<file path="src/rtl/vcap_irq_pkg.sv">
package vcap_irq_pkg;

  localparam int unsigned NUM_SRC  = 4;
  localparam int unsigned POS_CAP  = 18;
  localparam int unsigned POS_OVR  = 17;
  localparam int unsigned POS_GPIO = 16;
  localparam int unsigned POS_DCNA = 14;

  typedef enum logic [1:0] {
    MODE_VIDEO  = 2'd0,
    MODE_RAW    = 2'd1,
    MODE_STREAM = 2'd2,
    MODE_OFF    = 2'd3
  } cap_mode_e;

  // Source index -> register bit position; software decodes these.
  function automatic int unsigned src_pos(input int unsigned idx);
    case (idx)
      0:       return POS_CAP;
      1:       return POS_OVR;
      2:       return POS_GPIO;
      default: return POS_DCNA;
    endcase
  endfunction

endpackage

</file>
<file path="src/rtl/vcap_stop_cmp.sv">
module vcap_stop_cmp #(
  parameter int unsigned LINE_W = 11,
  parameter int unsigned SAMP_W = 12
) (
  input  logic              clk,
  input  logic              rst_n,
  input  logic              cnt_valid,
  input  logic [LINE_W-1:0] line_cnt,
  input  logic [SAMP_W-1:0] samp_cnt,
  input  logic [LINE_W-1:0] line_stop,
  input  logic [SAMP_W-1:0] samp_stop,
  output logic              hit
);

  localparam int unsigned POS_W = LINE_W + SAMP_W;

  logic [POS_W-1:0] pos_now, pos_end;
  logic             match_c, match_q, hit_d;

  always_comb begin
    pos_now = {line_cnt, samp_cnt};
    pos_end = {line_stop, samp_stop};
    match_c = cnt_valid && (pos_now == pos_end);
    hit_d   = match_c && !match_q;
  end

  always_ff @(posedge clk or negedge rst_n) begin
    if (!rst_n) begin
      match_q <= 1'b0;
      hit     <= 1'b0;
    end else begin
      match_q <= match_c;
      hit     <= hit_d;
    end
  end

  // one pulse per run of matching cycles
  assert_hit_single_R6: assert property (@(posedge clk) disable iff (!rst_n)
    hit |=> !hit);

endmodule

</file>
<file path="src/rtl/vcap_cap_sel.sv">
module vcap_cap_sel
  import vcap_irq_pkg::*;
(
  input  logic [1:0] cap_mode,
  input  logic       ctl_cont,
  input  logic       ctl_frame,
  input  logic       ctl_fld1,
  input  logic       ctl_fld2,
  input  logic       fld1_done,
  input  logic       fld2_done,
  input  logic       frm_done,
  input  logic       stop_hit,
  output logic       cap_evt
);

  logic video_evt;

  always_comb begin
    if (ctl_frame)      video_evt = frm_done;
    else if (ctl_cont)  video_evt = fld1_done | fld2_done;
    else                video_evt = (ctl_fld1 & fld1_done) | (ctl_fld2 & fld2_done);

    case (cap_mode_e'(cap_mode))
      MODE_VIDEO:             cap_evt = video_evt;
      MODE_RAW, MODE_STREAM:  cap_evt = stop_hit;
      default:                cap_evt = 1'b0;
    endcase
  end

endmodule

</file>
<file path="src/rtl/vcap_sticky_bit.sv">
module vcap_sticky_bit (
  input  logic clk,
  input  logic rst_n,
  input  logic set_i,
  input  logic clr_i,
  output logic q
);

  logic q_d;

  always_comb q_d = set_i | (q & ~clr_i);

  always_ff @(posedge clk or negedge rst_n) begin
    if (!rst_n) q <= 1'b0;
    else        q <= q_d;
  end

  // a set is never lost, even against a clear
  assert_set_wins_R4: assert property (@(posedge clk) disable iff (!rst_n)
    set_i |=> q);
  // flag holds unless cleared
  assert_flag_holds_R3: assert property (@(posedge clk) disable iff (!rst_n)
    (q && !clr_i) |=> q);
  // flag never rises without a set
  assert_no_spurious_R3: assert property (@(posedge clk) disable iff (!rst_n)
    (!q && !set_i) |=> !q);

endmodule

</file>
<file path="src/rtl/vcap_irq_status.sv">
module vcap_irq_status
  import vcap_irq_pkg::*;
#(
  parameter int unsigned LINE_W = 11,
  parameter int unsigned SAMP_W = 12,
  parameter int unsigned DATA_W = 32
) (
  input  logic              clk,
  input  logic              rst_n,
  input  logic [1:0]        cap_mode,
  input  logic              ctl_cont,
  input  logic              ctl_frame,
  input  logic              ctl_fld1,
  input  logic              ctl_fld2,
  input  logic              fld1_done,
  input  logic              fld2_done,
  input  logic              frm_done,
  input  logic              cnt_valid,
  input  logic [LINE_W-1:0] line_cnt,
  input  logic [SAMP_W-1:0] samp_cnt,
  input  logic [LINE_W-1:0] line_stop,
  input  logic [SAMP_W-1:0] samp_stop,
  input  logic              ovr_evt,
  input  logic              gpio_evt,
  input  logic              disp_f1,
  input  logic              disp_f2,
  input  logic              disp_frm,
  input  logic              disp_gate,
  input  logic              reg_wr,
  input  logic              reg_sel,
  input  logic [DATA_W-1:0] reg_wdata,
  output logic [DATA_W-1:0] sts_rd,
  output logic [DATA_W-1:0] ena_rd,
  output logic              irq
);

  logic               stop_hit, cap_evt, dcna_evt;
  logic [NUM_SRC-1:0] src_set, src_clr, sts_q;
  logic [NUM_SRC-1:0] wr_bits, ena_d, ena_q;
  logic               ena_ce;

  vcap_stop_cmp #(.LINE_W(LINE_W), .SAMP_W(SAMP_W)) u_cmp (
    .clk       (clk),
    .rst_n     (rst_n),
    .cnt_valid (cnt_valid),
    .line_cnt  (line_cnt),
    .samp_cnt  (samp_cnt),
    .line_stop (line_stop),
    .samp_stop (samp_stop),
    .hit       (stop_hit)
  );

  vcap_cap_sel u_sel (
    .cap_mode  (cap_mode),
    .ctl_cont  (ctl_cont),
    .ctl_frame (ctl_frame),
    .ctl_fld1  (ctl_fld1),
    .ctl_fld2  (ctl_fld2),
    .fld1_done (fld1_done),
    .fld2_done (fld2_done),
    .frm_done  (frm_done),
    .stop_hit  (stop_hit),
    .cap_evt   (cap_evt)
  );

  always_comb begin
    dcna_evt   = disp_gate & (disp_f1 | disp_f2 | disp_frm);
    src_set[0] = cap_evt;
    src_set[1] = ovr_evt;
    src_set[2] = gpio_evt;
    src_set[3] = dcna_evt;
    for (int i = 0; i < NUM_SRC; i++) begin
      wr_bits[i] = reg_wdata[src_pos(i)];
      src_clr[i] = reg_wr & ~reg_sel & wr_bits[i];
    end
  end

  for (genvar gi = 0; gi < NUM_SRC; gi++) begin : g_flag
    vcap_sticky_bit u_bit (
      .clk   (clk),
      .rst_n (rst_n),
      .set_i (src_set[gi]),
      .clr_i (src_clr[gi]),
      .q     (sts_q[gi])
    );
  end

  // Enable register: explicit clock enable, separate next-state process
  always_comb begin
    ena_ce = reg_wr & reg_sel;
    ena_d  = ena_ce ? wr_bits : ena_q;
  end

  always_ff @(posedge clk or negedge rst_n) begin
    if (!rst_n) ena_q <= '0;
    else        ena_q <= ena_d;
  end

  always_comb begin
    sts_rd = '0;
    ena_rd = '0;
    for (int i = 0; i < NUM_SRC; i++) begin
      sts_rd[src_pos(i)] = sts_q[i];
      ena_rd[src_pos(i)] = ena_q[i];
    end
    irq = |(sts_q & ena_q);
  end

  // enable write lands at flag positions only
  assert_ena_load_R10: assert property (@(posedge clk) disable iff (!rst_n)
    (reg_wr && reg_sel) |=> (ena_rd[POS_CAP]  == $past(reg_wdata[POS_CAP])) &&
                            (ena_rd[POS_DCNA] == $past(reg_wdata[POS_DCNA])));
  // no interrupt with an empty mask
  assert_irq_needs_ena_R10: assert property (@(posedge clk) disable iff (!rst_n)
    irq |-> (ena_rd != '0));
  // pending display flag at gate start raises the flag
  assert_dcna_set_R9: assert property (@(posedge clk) disable iff (!rst_n)
    (disp_gate && (disp_f1 || disp_f2 || disp_frm)) |=> sts_rd[POS_DCNA]);
  // general-purpose event latches
  assert_gpio_set_R8: assert property (@(posedge clk) disable iff (!rst_n)
    gpio_evt |=> sts_rd[POS_GPIO]);
  // capture flag cannot appear while capture is off
  assert_off_no_cap_R11: assert property (@(posedge clk) disable iff (!rst_n)
    (cap_mode == 2'd3 && !sts_rd[POS_CAP]) |=> !sts_rd[POS_CAP]);

endmodule

</file>
<file path="config.mk">
export PLATFORM = sky130hd
export DESIGN_NAME = vcap_irq_status
export DESIGN_NICKNAME = d
export VERILOG_FILES = /design/src/rtl/vcap_irq_pkg.sv /design/src/rtl/vcap_stop_cmp.sv /design/src/rtl/vcap_cap_sel.sv /design/src/rtl/vcap_sticky_bit.sv /design/src/rtl/vcap_irq_status.sv
export SDC_FILE = /design/constraint.sdc
export NUM_CORES = 1
export LEC_CHECK = 0
export ABC_AREA = 1
export ABC_CLOCK_PERIOD_IN_PS = 1400
export BUFFER_PORTS_ARGS = -buffer_cell sky130_fd_sc_hd__clkbuf_2
export CAP_MARGIN = 20
export CORE_MARGIN = 2
export CORE_UTILIZATION = 37
export CTS_CLUSTER_DIAMETER = 200
export CTS_CLUSTER_SIZE = 10
export DETAILED_ROUTE_END_ITERATION = 10
export GPL_ROUTABILITY_DRIVEN = 0
export PLACE_DENSITY = 0.88
export SLEW_MARGIN = 20
export SYNTH_ARGS = -nofsm -noshare
export SYNTH_HDL_FRONTEND = slang
export SYNTH_SLANG_ARGS = --single-unit
</file>
<file path="constraint.sdc">
create_clock -name clk -period 1.4 [get_ports clk]
set_input_delay 0.28 -clock clk [delete_from_list [all_inputs] [get_ports clk]]
set_output_delay 0.28 -clock clk [all_outputs]
set_load 0.005 [all_outputs]
</file>
==> results of run 1 <==
critical path, cell delays in order (launching register included):
cell and delay [ns]:
sky130_fd_sc_hd__dfrtp_1 0.39, sky130_fd_sc_hd__nand2_1 0.07, sky130_fd_sc_hd__nand4_1 0.09, sky130_fd_sc_hd__clkbuf_2 0.12
synth_stat cells, drive strengths merged:
cell    instances
dfrtp          10
buf            60
conb            1
nand4           1
ha              2
nand3b          1
o31ai           1
nor2           21
nand2          76
a21boi          2
nand3           1
inv            50
o21ai          15
area by class of cell:
type,count,area [um^2],area share [%]
clock buffer,4,55.1,3.27
inverter,50,188,11.1
multi-input combinational,176,731,43.4
sequential,10,250,14.9
tap,48,60.1,3.57
timing repair buffer,79,400,23.8
per-layer routing:
layer | global-route usage, % | vias to the layer above | routed length (um)
li1 | - | 742 | -
met1 | 11.1 | 550 | 914
met2 | 22.9 | 70 | 1360
met3 | 2.21 | 0 | 286
met4 | 2.34 | 0 | 0
met5 | 0 | - | 0
cell families after synthesis:
kind of cell / after synthesis / share of synthesized area, %
AOI/OAI and AO/OA: 18 / 6.91
other: 1 / 0.265
DFF: 10 / 17.7
buffers and inverters: 110 / 45.2
and+or+nand+nor: 100 / 28.2
adders and majority gates: 2 / 1.77
power groups by stage:
stage	combinational (mW)	clock, mW	sequential, mW
after floorplan	0.291	0	0.336
after global placement	0.319	0	0.337
after detailed placement	0.327	0	0.338
after CTS	0.330	0.361	0.334
after global routing	0.389	0.382	0.337
final	0.329	0.351	0.334
final timing paths:
kind | cells past startpoint | slack (ns) | to | from
hold / removal | 3 | 0.23 | g_flag[2].u_bit.q$_DFF_PN0_ | gpio_evt
max in group asynchronous | 2 | 0.75 | ena_q[0]$_DFFE_PN0P_ | rst_n
setup reg to reg | 3 | 0.62 | g_flag[0].u_bit.q$_DFF_PN0_ | u_cmp.hit$_DFF_PN0_
setup / recovery | 3 | 0.21 | irq | ena_q[1]$_DFFE_PN0P_
min in group asynchronous | 2 | 0.45 | g_flag[2].u_bit.q$_DFF_PN0_ | rst_n
hold reg to reg | 1 | 0.41 | u_cmp.hit$_DFF_PN0_ | u_cmp.match_q$_DFF_PN0_
layout by cell type, fill, tap and decap left out:
cell | Yosys | layout
sky130_fd_sc_hd__a21boi_0 | 2 | 2
sky130_fd_sc_hd__clkbuf_2 | 0 | 78
sky130_fd_sc_hd__clkbuf_8 | 0 | 4
sky130_fd_sc_hd__conb_1 | 1 | 56
sky130_fd_sc_hd__dfrtp_1 | 10 | 10
sky130_fd_sc_hd__dlygate4sd3_1 | 0 | 1
sky130_fd_sc_hd__ha_1 | 2 | 2
sky130_fd_sc_hd__inv_1 | 50 | 50
sky130_fd_sc_hd__nand2_1 | 76 | 76
sky130_fd_sc_hd__nand3_2 | 1 | 1
sky130_fd_sc_hd__nand3b_1 | 1 | 1
sky130_fd_sc_hd__nand4_1 | 1 | 1
sky130_fd_sc_hd__nor2_1 | 17 | 17
sky130_fd_sc_hd__nor2_2 | 4 | 4
sky130_fd_sc_hd__o21ai_0 | 11 | 11
sky130_fd_sc_hd__o21ai_1 | 4 | 4
sky130_fd_sc_hd__o31ai_1 | 1 | 1
flip-flops by register name, indices dropped and copies added, names as in the netlist:
register / cells
u_cmp.hit: 1
ena_q: 4
u_cmp.match_q: 1
g_flag.u_bit.q: 4
through the flow:
step / setup slack (ns) / utilization, % / cells
6_report: 0.206 / 46.0 / 367
4_1_cts: 0.194 / 46.0 / 367
2_1_floorplan: 0.438 / - / 296
3_5_place_dp: 0.273 / 44.2 / 362
5_1_grt: 0.144 / 46.0 / 367
3_3_place_gp: 0.295 / 44.2 / 362
what timing repair did:
item | 4_1_cts | 5_1_grt
endpoints found under the hold margin | 10 | 0
setup endpoints to repair | 0 | 0
hold buffers | 1 | 0
==> insert_results.sql, run 1 <==
INSERT INTO impl_metrics (metric_group, metric, value, unit) VALUES
('final_layout', 'layout.cell_area.non_filler', '1680', 'um^2'),
('sta', 'clock-skew-final', '0.000737', 'ns'),
('floorplan', 'core.rowCount', '22', ''),
('clock_tree', 'maximum_buffer_depth_of_the_clock_tree', '2', ''),
('sta', 'totalNegativeSetupSlack', '0', 'ns'),
('floorplan', 'core_area', '3660', 'um^2'),
('power_and_ir_drop', 'clockPowerShare', '34.6', '%'),
('worst_setup_path', 'criticalPathCategory', 'reg -> out', ''),
('clock_tree', 'tritoncts.num_buffers', '3', ''),
('clock_tree', 'post_cts_setup_buffer_count', '0', ''),
('global_route', 'largest_net_degree_at_the_start_of_global_routing', '11', ''),
('floorplan', 'initial_standard_cell_utilization_of_the_core', '38.6', '%'),
('sta', 'finalSetupViolCount', '0', ''),
('status', 'outcome', 'finished clean', ''),
('placed_design', 'dp_hpwl', '2.42', 'mm'),
('yosys', 'syn-mean-instance-area', '5.86', 'um^2'),
('sta', 'final_period_minus_worst_setup_slack', '1.19', 'ns'),
('drt', 'ant_nets', '0', ''),
('floorplan', 'num_io_pins', '163', ''),
('clock_tree', 'clock-root-buffer', 'sky130_fd_sc_hd__clkbuf_8', ''),
('global_route', 'antenna_found_initial', '0', ''),
('worst_setup_path', 'critical_path.endpoint_type', 'output port', ''),
('power_and_ir_drop', 'power.density', '602', 'nW/um^2'),
('job', 'timing.max_cap.violations', '0', ''),
('drt', 'first_iter_violations', '29', ''),
('yosys', 'yosysTopAreaCellShare', '31.9', '%'),
('sta', 'post-route-period-util', '85.3', '%'),
('placed_design', 'placedInstanceArea', '1620', 'um^2'),
('min_path', 'hold_path_class', 'in -> reg', ''),
('sta', 'finalMaxSlewViolations', '0', ''),
('final_layout', 'syn_to_final_growth', '19.2', '%'),
('clock_tree', 'cts_tree', 'built', ''),
('drt', 'route.detailed.vias_per_inst', '3.71', ''),
('clock_tree', 'cts_max_level', '1', ''),
('power_and_ir_drop', 'leakagePower', '1.21', 'nW'),
('yosys', 'synthCells', '241', ''),
('yosys', 'synth_area_leaders', 'sky130_fd_sc_hd__buf_4 (32%), sky130_fd_sc_hd__nand2_1 (20%), sky130_fd_sc_hd__dfrtp_1 (18%)', ''),
('floorplan', 'die_w', '65.8', 'um'),
('final_layout', 'fillCellCount', '379', ''),
('power_and_ir_drop', 'pwr-share-seq', '32.9', '%'),
('floorplan', 'die_height', '65.8', 'um'),
('final_layout', 'num_antenna_cells', '0', ''),
('yosys', 'netlist.top_cell.by_area', 'sky130_fd_sc_hd__buf_4', ''),
('final_layout', 'drive_above_1_share', '27.3', '%'),
('power_and_ir_drop', 'peakVddDrop', '0.248', 'mV'),
('clock_tree', 'numClockSinks', '10', ''),
('sta', 'timing_hold_violations_final', '0', ''),
('drt', 'route.detailed.wl_per_inst', '6.98', 'um'),
('power_and_ir_drop', 'finalPower', '1.01', 'mW'),
('sta', 'maxClockFrequency', '838', 'MHz'),
('clock_tree', 'cts_repair_resize_count', '0', ''),
('power_and_ir_drop', 'p_sw_share', '29.8', '%'),
('global_route', 'grt_util_all_layers', '11.1', '%'),
('clock_tree', 'clock_insertion_delay_worst_skew', '0.23', 'ns'),
('global_route', 'overall_overflow_remaining_after_global_route', '0', ''),
('worst_setup_path', 'critical_path.max_fanout', '3', ''),
('drt', 'drc', '0', ''),
('drt', 'vias', '1362', ''),
('power_and_ir_drop', 'p_sw', '0.302', 'mW'),
('worst_setup_path', 'critical_path_data_arrival_time', '0.91', 'ns'),
('worst_setup_path', 'critPathRequiredTime', '1.12', 'ns'),
('drt', 'drtPass1Iterations', '4', ''),
('drt', 'drt-total-wl', '2.56', 'mm'),
('worst_setup_path', 'worst_setup_path_start_kind', 'flip-flop', ''),
('global_route', 'number_of_global_route_vias_before_repair', '1110', ''),
('final_layout', 'nets', '420', ''),
('yosys', 'synth-warning-count', '0', ''),
('power_and_ir_drop', 'p_int', '0.712', 'mW'),
('power_and_ir_drop', 'comb_power_share', '32.4', '%'),
('yosys', 'mappedNetlistArea', '1410', 'um^2'),
('yosys', 'synth_sequential_area_ratio', '17.7', '%'),
('placed_design', 'buffers_added_on_ports', '78', ''),
('sta', 'setup_repair_after_global_routing_missed_its_margin', 'no', ''),
('global_route', 'grt_pass1_wl', '3.91', 'mm'),
('floorplan', 'design.die.area', '4330', 'um^2'),
('yosys', 'netlist-cell-type-count', '15', ''),
('sta', 'final.hold.worst_slack', '0.229', 'ns'),
('clock_tree', 'cts.reportedPaths.clkPinSlew', '0.05', 'ns'),
('yosys', 'postSynthRegisterBits', '10', '');
Note: power is estimated with default switching activity, not from simulation.
==> run 2: changes to the inputs <==
--- a/config.mk
+++ b/config.mk
@@ -8,14 +8,14 @@
 export ABC_AREA = 1
 export ABC_CLOCK_PERIOD_IN_PS = 1400
 export BUFFER_PORTS_ARGS = -buffer_cell sky130_fd_sc_hd__clkbuf_2
-export CAP_MARGIN = 20
+export CAP_MARGIN = 40
 export CORE_MARGIN = 2
-export CORE_UTILIZATION = 37
+export CORE_UTILIZATION = 35
 export CTS_CLUSTER_DIAMETER = 200
 export CTS_CLUSTER_SIZE = 10
 export DETAILED_ROUTE_END_ITERATION = 10
 export GPL_ROUTABILITY_DRIVEN = 0
-export PLACE_DENSITY = 0.88
+export PLACE_DENSITY = 0.84
 export SLEW_MARGIN = 20
 export SYNTH_ARGS = -nofsm -noshare
 export SYNTH_HDL_FRONTEND = slang
==> run 2 against run 1 <==
Compared with the run above:
- clock skew decreased by 0.00069 ns
- cell count increased by 0.54%
- via count increased by 1.7%
- first-iteration DRC count increased by 97%
- wire length increased by 5.3%
==> insert_results.sql, run 2 (synthesized netlist as in run 1, its figures left out) <==
INSERT INTO impl_metrics (metric_group, metric, value, unit) VALUES
('status', 'outcome', 'finished clean', ''),
('final_layout', 'final_util', '42.8', '%'),
('power_and_ir_drop', 'comb_power_share', '32.7', '%'),
('power_and_ir_drop', 'p_sw', '0.305', 'mW'),
('final_layout', 'syn_to_final_growth', '19.4', '%'),
('sta', 'finalSetupViolCount', '0', ''),
('power_and_ir_drop', 'peakVddDrop', '0.273', 'mV'),
('sta', 'totalNegativeSetupSlack', '0', 'ns'),
('placed_design', 'buffers_added_on_ports', '78', ''),
('power_and_ir_drop', 'leakagePower', '1.21', 'nW'),
('sta', 'finalMaxSlewViolations', '0', ''),
('global_route', 'overall_overflow_remaining_after_global_route', '0', ''),
('global_route', 'largest_net_degree_at_the_start_of_global_routing', '11', ''),
('drt', 'ant_nets', '0', ''),
('job', 'timing.max_cap.violations', '0', ''),
('worst_setup_path', 'critPathRequiredTime', '1.12', 'ns'),
('clock_tree', 'tritoncts.num_buffers', '3', ''),
('worst_setup_path', 'rr_worst_depth', '3', ''),
('floorplan', 'core.rowCount', '23', ''),
('final_layout', 'area.sequential', '250', 'um^2'),
('drt', 'vias', '1385', ''),
('drt', 'drc', '0', ''),
('sta', 'maxClockFrequency', '840', 'MHz'),
('power_and_ir_drop', 'power.density', '603', 'nW/um^2'),
('clock_tree', 'ctsHoldBuffers', '1', ''),
('worst_setup_path', 'setup.reg_to_reg.worst_slack', '0.60', 'ns'),
('power_and_ir_drop', 'p_int', '0.712', 'mW'),
('global_route', 'antenna_found_initial', '0', ''),
('drt', 'route.detailed.wl_per_inst', '7.31', 'um'),
('floorplan', 'core_area', '3940', 'um^2'),
('floorplan', 'design.die.area', '4560', 'um^2'),
('worst_setup_path', 'worst_setup_path_start_kind', 'flip-flop', ''),
('clock_tree', 'clock_insertion_delay_worst_skew', '0.22', 'ns'),
('floorplan', 'die_w', '67.5', 'um'),
('final_layout', 'drive_above_1_share', '27.3', '%'),
('final_layout', 'mostFrequentLayoutCell', 'sky130_fd_sc_hd__clkbuf_2', ''),
('final_layout', 'fillCellCount', '427', ''),
('global_route', 'grt_util_all_layers', '10.6', '%'),
('final_layout', 'area_occupied_by_multi_input_gates', '731', 'um^2'),
('min_path', 'hold_path_class', 'in -> reg', ''),
('final_layout', 'layout.cell_area.non_filler', '1690', 'um^2'),
('drt', 'first_iter_violations', '57', ''),
('final_layout', 'nets', '420', ''),
('clock_tree', 'cts_tree', 'built', ''),
('power_and_ir_drop', 'clockPowerShare', '34.4', '%'),
('min_path', 'holdPathStages', '3', ''),
('sta', 'finalWorstSetupSlack', '0.210', 'ns'),
('min_path', 'hold_path_startpoint', 'ovr_evt', ''),
('worst_setup_path', 'critical_path.endpoint_type', 'output port', ''),
('worst_setup_path', 'timing.rr.end', 'g_flag[0].u_bit.q$_DFF_PN0_', ''),
('clock_tree', 'numClockSinks', '10', ''),
('final_layout', 'layout_top_registers', 'ena_q (4), g_flag.u_bit.q (4)', ''),
('final_layout', 'num_antenna_cells', '0', ''),
('final_layout', 'layout.cells.most_common_list', 'sky130_fd_sc_hd__clkbuf_2 (78), sky130_fd_sc_hd__nand2_1 (76), sky130_fd_sc_hd__conb_1 (56), sky130_fd_sc_hd__inv_1 (50), sky130_fd_sc_hd__nor2_1 (17)', ''),
('sta', 'setup_repair_after_global_routing_missed_its_margin', 'no', ''),
('worst_setup_path', 'reg2reg_from', 'u_cmp.hit$_DFF_PN0_', ''),
('sta', 'final_period_minus_worst_setup_slack', '1.19', 'ns'),
('worst_setup_path', 'critical_path.max_fanout', '3', ''),
('clock_tree', 'maximum_buffer_depth_of_the_clock_tree', '2', ''),
('min_path', 'min_to', 'g_flag[1].u_bit.q$_DFF_PN0_', ''),
('floorplan', 'num_io_pins', '163', ''),
('clock_tree', 'cts_repair_resize_count', '0', ''),
('placed_design', 'dp_hpwl', '2.49', 'mm'),
('worst_setup_path', 'critical_path_data_arrival_time', '0.91', 'ns'),
('clock_tree', 'cts_max_level', '1', ''),
('sta', 'clock-skew-final', '0.0000479', 'ns'),
('drt', 'drt-total-wl', '2.70', 'mm'),
('sta', 'timing_hold_violations_final', '0', ''),
('drt', 'drtPass1Iterations', '4', ''),
('global_route', 'grt_pass1_wl', '3.92', 'mm'),
('floorplan', 'initial_standard_cell_utilization_of_the_core', '35.8', '%'),
('clock_tree', 'post_cts_setup_buffer_count', '0', ''),
('worst_setup_path', 'criticalPathCategory', 'reg -> out', ''),
('sta', 'post-route-period-util', '85.0', '%'),
('clock_tree', 'cts.reportedPaths.clkPinSlew', '0.05', 'ns'),
('floorplan', 'die_height', '67.5', 'um'),
('drt', 'route.detailed.vias_per_inst', '3.75', ''),
('global_route', 'number_of_global_route_vias_before_repair', '1074', ''),
('clock_tree', 'clock-root-buffer', 'sky130_fd_sc_hd__clkbuf_8', ''),
('power_and_ir_drop', 'p_sw_share', '30.0', '%'),
('power_and_ir_drop', 'pwr-share-seq', '32.9', '%'),
('placed_design', 'placedInstanceArea', '1620', 'um^2'),
('placed_design', 'preCtsSetupSlack', '0.245', 'ns');
## run 2: cell counts in the layout (fill, tap and decap cells not counted)
No cell type changed its count.
## run 2: critical path, stage by stage, from the launching register on
cell	delay, ns
sky130_fd_sc_hd__dfrtp_1	0.40
sky130_fd_sc_hd__nand2_1	0.08
sky130_fd_sc_hd__nand4_1	0.09
sky130_fd_sc_hd__clkbuf_2	0.12
## run 2: final cells by class
type / instances / area share (%)
multi-input cells: 176 / 43.3
repair buffers: 79 / 23.7
well taps: 50 / 3.71
flip-flops and latches: 10 / 14.8
inverters: 50 / 11.1
clock buffers: 4 / 3.26
## run 2: power groups by stage
stage | Sequential, mW | Combinational [mW] | Clock [mW]
after floorplan | 0.336 | 0.291 | 0
after global placement | 0.337 | 0.320 | 0
after detailed placement | 0.339 | 0.330 | 0
after CTS | 0.334 | 0.334 | 0.360
after global routing | 0.337 | 0.394 | 0.376
final | 0.335 | 0.332 | 0.350
## run 2: metal layers
layer / vias to the layer above / global-route usage, % / wire length (um)
li1: 736 / - / -
met4: 0 / 2.30 / 19
met3: 2 / 1.33 / 292
met2: 71 / 22.3 / 1420
met5: - / 0 / 0
met1: 576 / 10.8 / 972
## run 2: stage by stage
step / hold slack (ns) / std cells / power, mW
floorplan: -0.0156 / 296 / 0.627
global placement: 0.155 / 364 / 0.658
detailed placement: 0.159 / 364 / 0.669
CTS: 0.231 / 369 / 1.03
global route: 0.259 / 369 / 1.11
finish: 0.232 / 369 / 1.02
## run 2: worst max-delay path by stage
stage | from | slack (ns) | endpoint
CTS | ena_q[0]$_DFFE_PN0P_ | 0.19 | irq
global route | ena_q[0]$_DFFE_PN0P_ | 0.13 | irq
finish | ena_q[1]$_DFFE_PN0P_ | 0.21 | irq
detailed placement | cap_mode[0] | 0.24 | g_flag[0].u_bit.q$_DFF_PN0_
global placement | cap_mode[0] | 0.29 | g_flag[0].u_bit.q$_DFF_PN0_
floorplan | cap_mode[0] | 0.44 | g_flag[0].u_bit.q$_DFF_PN0_
==> run 3: changes to the inputs <==
--- a/config.mk
+++ b/config.mk
@@ -9,13 +9,15 @@
 export ABC_CLOCK_PERIOD_IN_PS = 1400
 export BUFFER_PORTS_ARGS = -buffer_cell sky130_fd_sc_hd__clkbuf_2
 export CAP_MARGIN = 40
+export CELL_PAD_IN_SITES_DETAIL_PLACEMENT = 1
+export CELL_PAD_IN_SITES_GLOBAL_PLACEMENT = 2
 export CORE_MARGIN = 2
-export CORE_UTILIZATION = 35
+export CORE_UTILIZATION = 15
 export CTS_CLUSTER_DIAMETER = 200
 export CTS_CLUSTER_SIZE = 10
 export DETAILED_ROUTE_END_ITERATION = 10
 export GPL_ROUTABILITY_DRIVEN = 0
-export PLACE_DENSITY = 0.84
+export PLACE_DENSITY_LB_ADDON = 0.1
 export SLEW_MARGIN = 20
 export SYNTH_ARGS = -nofsm -noshare
 export SYNTH_HDL_FRONTEND = slang
==> run 3 against run 2 <==
Compared with the run above:
- sequential power hardly changed
- largest cell class unchanged
- largest power group unchanged
- highest routed layer unchanged
- clock power is 5% higher
- critical endpoint unchanged
- clock-buffer cell count unchanged
==> insert_results.sql, run 3 (synthesized netlist as in run 1, its figures left out) <==
INSERT INTO impl_metrics (metric_group, metric, value, unit) VALUES
('status', 'outcome', 'finished clean', ''),
('worst_setup_path', 'critical_path.max_fanout', '3', ''),
('clock_tree', 'cts_max_level', '1', ''),
('worst_setup_path', 'critical-path-slowest-cell', 'sky130_fd_sc_hd__dfrtp_1', ''),
('final_layout', 'nets', '420', ''),
('clock_tree', 'clock-root-buffer', 'sky130_fd_sc_hd__clkbuf_8', ''),
('final_layout', 'syn_to_final_growth', '24.8', '%'),
('drt', 'drc', '0', ''),
('job', 'timing.max_cap.violations', '0', ''),
('worst_setup_path', 'cells_traversed_along_the_worst_timing_path', 'nand2_1, nand4_1, clkbuf_2', ''),
('sta', 'maxClockFrequency', '825', 'MHz'),
('clock_tree', 'maximum_buffer_depth_of_the_clock_tree', '2', ''),
('sta', 'clock-skew-final', '0.0000542', 'ns'),
('sta', 'finalSetupViolCount', '0', ''),
('sta', 'totalNegativeSetupSlack', '0', 'ns'),
('floorplan', 'die_height', '101', 'um'),
('global_route', 'number_of_global_route_vias_before_repair', '1301', ''),
('floorplan', 'initial_standard_cell_utilization_of_the_core', '15.4', '%'),
('sta', 'final.hold.worst_slack', '0.234', 'ns'),
('clock_tree', 'tritoncts.num_buffers', '3', ''),
('final_layout', 'layout.cells.most_common_list', 'sky130_fd_sc_hd__clkbuf_2 (78), sky130_fd_sc_hd__nand2_1 (76), sky130_fd_sc_hd__conb_1 (56), sky130_fd_sc_hd__inv_1 (50), sky130_fd_sc_hd__nor2_1 (17)', ''),
('final_layout', 'mostFrequentLayoutCell', 'sky130_fd_sc_hd__clkbuf_2', ''),
('final_layout', 'layout.cell_area.non_filler', '1760', 'um^2'),
('final_layout', 'layout_top_registers', 'ena_q (4), g_flag.u_bit.q (4)', ''),
('clock_tree', 'cts_tree', 'built', ''),
('drt', 'drtPass1Iterations', '3', ''),
('global_route', 'grt_pass1_wl', '5.59', 'mm'),
('final_layout', 'final_util', '19.2', '%'),
('worst_setup_path', 'criticalPathCategory', 'reg -> out', ''),
('floorplan', 'die_w', '101', 'um'),
('floorplan', 'design.die.area', '10200', 'um^2'),
('sta', 'post-route-period-util', '86.6', '%'),
('worst_setup_path', 'crit_buf_inv', '1', ''),
('sta', 'final_period_minus_worst_setup_slack', '1.21', 'ns'),
('final_layout', 'num_antenna_cells', '0', ''),
('worst_setup_path', 'critical-path-max-stage-delay', '0.41', 'ns'),
('global_route', 'largest_net_degree_at_the_start_of_global_routing', '11', ''),
('placed_design', 'buffers_added_on_ports', '78', ''),
('drt', 'ant_nets', '0', ''),
('drt', 'route.detailed.vias_per_inst', '3.16', ''),
('clock_tree', 'clock_insertion_delay_worst_skew', '0.24', 'ns'),
('sta', 'timing_hold_violations_final', '0', ''),
('floorplan', 'num_io_pins', '163', ''),
('power_and_ir_drop', 'peakVddDrop', '0.212', 'mV'),
('worst_setup_path', 'critPathRequiredTime', '1.12', 'ns'),
('placed_design', 'preCtsSetupSlack', '0.257', 'ns'),
('drt', 'drt-total-wl', '3.64', 'mm'),
('placed_design', 'numPlacedInstances', '425', ''),
('min_path', 'hold_path_class', 'in -> reg', ''),
('final_layout', 'final-instance-count-excl-fill', '430', ''),
('final_layout', 'drive_above_1_share', '27.3', '%'),
('worst_setup_path', 'worst_setup_path_start_kind', 'flip-flop', ''),
('floorplan', 'core_area', '9200', 'um^2'),
('sta', 'finalMaxSlewViolations', '0', ''),
('worst_setup_path', 'critical-path-top-delay-family', 'flip-flops', ''),
('worst_setup_path', 'critical_path_data_arrival_time', '0.93', 'ns'),
('drt', 'route.detailed.wl_per_inst', '8.46', 'um'),
('floorplan', 'core.rowCount', '35', ''),
('global_route', 'antenna_found_initial', '0', ''),
('worst_setup_path', 'critical_path.endpoint_type', 'output port', ''),
('drt', 'first_iter_violations', '22', ''),
('placed_design', 'dp_hpwl', '3.38', 'mm'),
('power_and_ir_drop', 'finalPower', '1.04', 'mW'),
('power_and_ir_drop', 'leakagePower', '1.21', 'nW'),
('sta', 'finalWorstSetupSlack', '0.188', 'ns'),
('power_and_ir_drop', 'power.density', '589', 'nW/um^2'),
('clock_tree', 'numClockSinks', '10', ''),
('drt', 'vias', '1358', ''),
('clock_tree', 'cts.reportedPaths.clkPinSlew', '0.05', 'ns'),
('placed_design', 'placedInstanceArea', '1700', 'um^2'),
('global_route', 'overall_overflow_remaining_after_global_route', '0', ''),
('global_route', 'grt_util_all_layers', '6.75', '%'),
('sta', 'setup_repair_after_global_routing_missed_its_margin', 'no', '');
run 3: cell counts in the layout (fill, tap and decap cells not counted):
No cell type changed its count.
run 3: cell type report:
cell class / count / area [um^2]
Fill cell: 1216 / 7430
Multi-Input combinational cell: 176 / 731
Timing Repair Buffer: 79 / 400
Sequential cell: 10 / 250
Inverter: 50 / 188
Tap cell: 111 / 139
Clock buffer: 4 / 55.1
run 3: metal layers:
metal  routed length (um)  vias up  track usage (%)
li1                     -      737                -
met1                 1530      549             8.26
met2                 1670       68             10.9
met3                  399        4             2.57
met4                   33        0             2.18
met5                    0        -                0
run 3: final timing paths:
kind / cells past startpoint / slack [ns] / end / from
setup / recovery: 3 / 0.19 / irq / g_flag[1].u_bit.q$_DFF_PN0_
hold / removal: 3 / 0.23 / g_flag[2].u_bit.q$_DFF_PN0_ / gpio_evt
setup reg to reg: 3 / 0.59 / g_flag[0].u_bit.q$_DFF_PN0_ / u_cmp.hit$_DFF_PN0_
hold reg to reg: 1 / 0.41 / u_cmp.hit$_DFF_PN0_ / u_cmp.match_q$_DFF_PN0_
max in group asynchronous: 2 / 0.73 / g_flag[3].u_bit.q$_DFF_PN0_ / rst_n
min in group asynchronous: 2 / 0.45 / g_flag[0].u_bit.q$_DFF_PN0_ / rst_n
run 3: report_power, final:
group	internal, mW	switching (mW)	total [mW]	leakage (nW)
Combinational	0.151	0.186	0.337	1.06
Clock	0.248	0.118	0.366	0.0288
Sequential	0.315	0.0202	0.335	0.118
Total	0.713	0.325	1.04	1.21
run 3: worst reg2reg max path: stages (launching register included):
cell	delay, ns
sky130_fd_sc_hd__dfrtp_1	0.36
sky130_fd_sc_hd__nand2_1	0.06
sky130_fd_sc_hd__a21boi_0	0.17
sky130_fd_sc_hd__o21ai_0	0.10
run 3: repair_timing:
action                                 in CTS  in global routing
setup buffers                               0                  0
endpoints found under the hold margin      10                  0
hold buffers                                1                  0
gates resized for setup                     0                  0
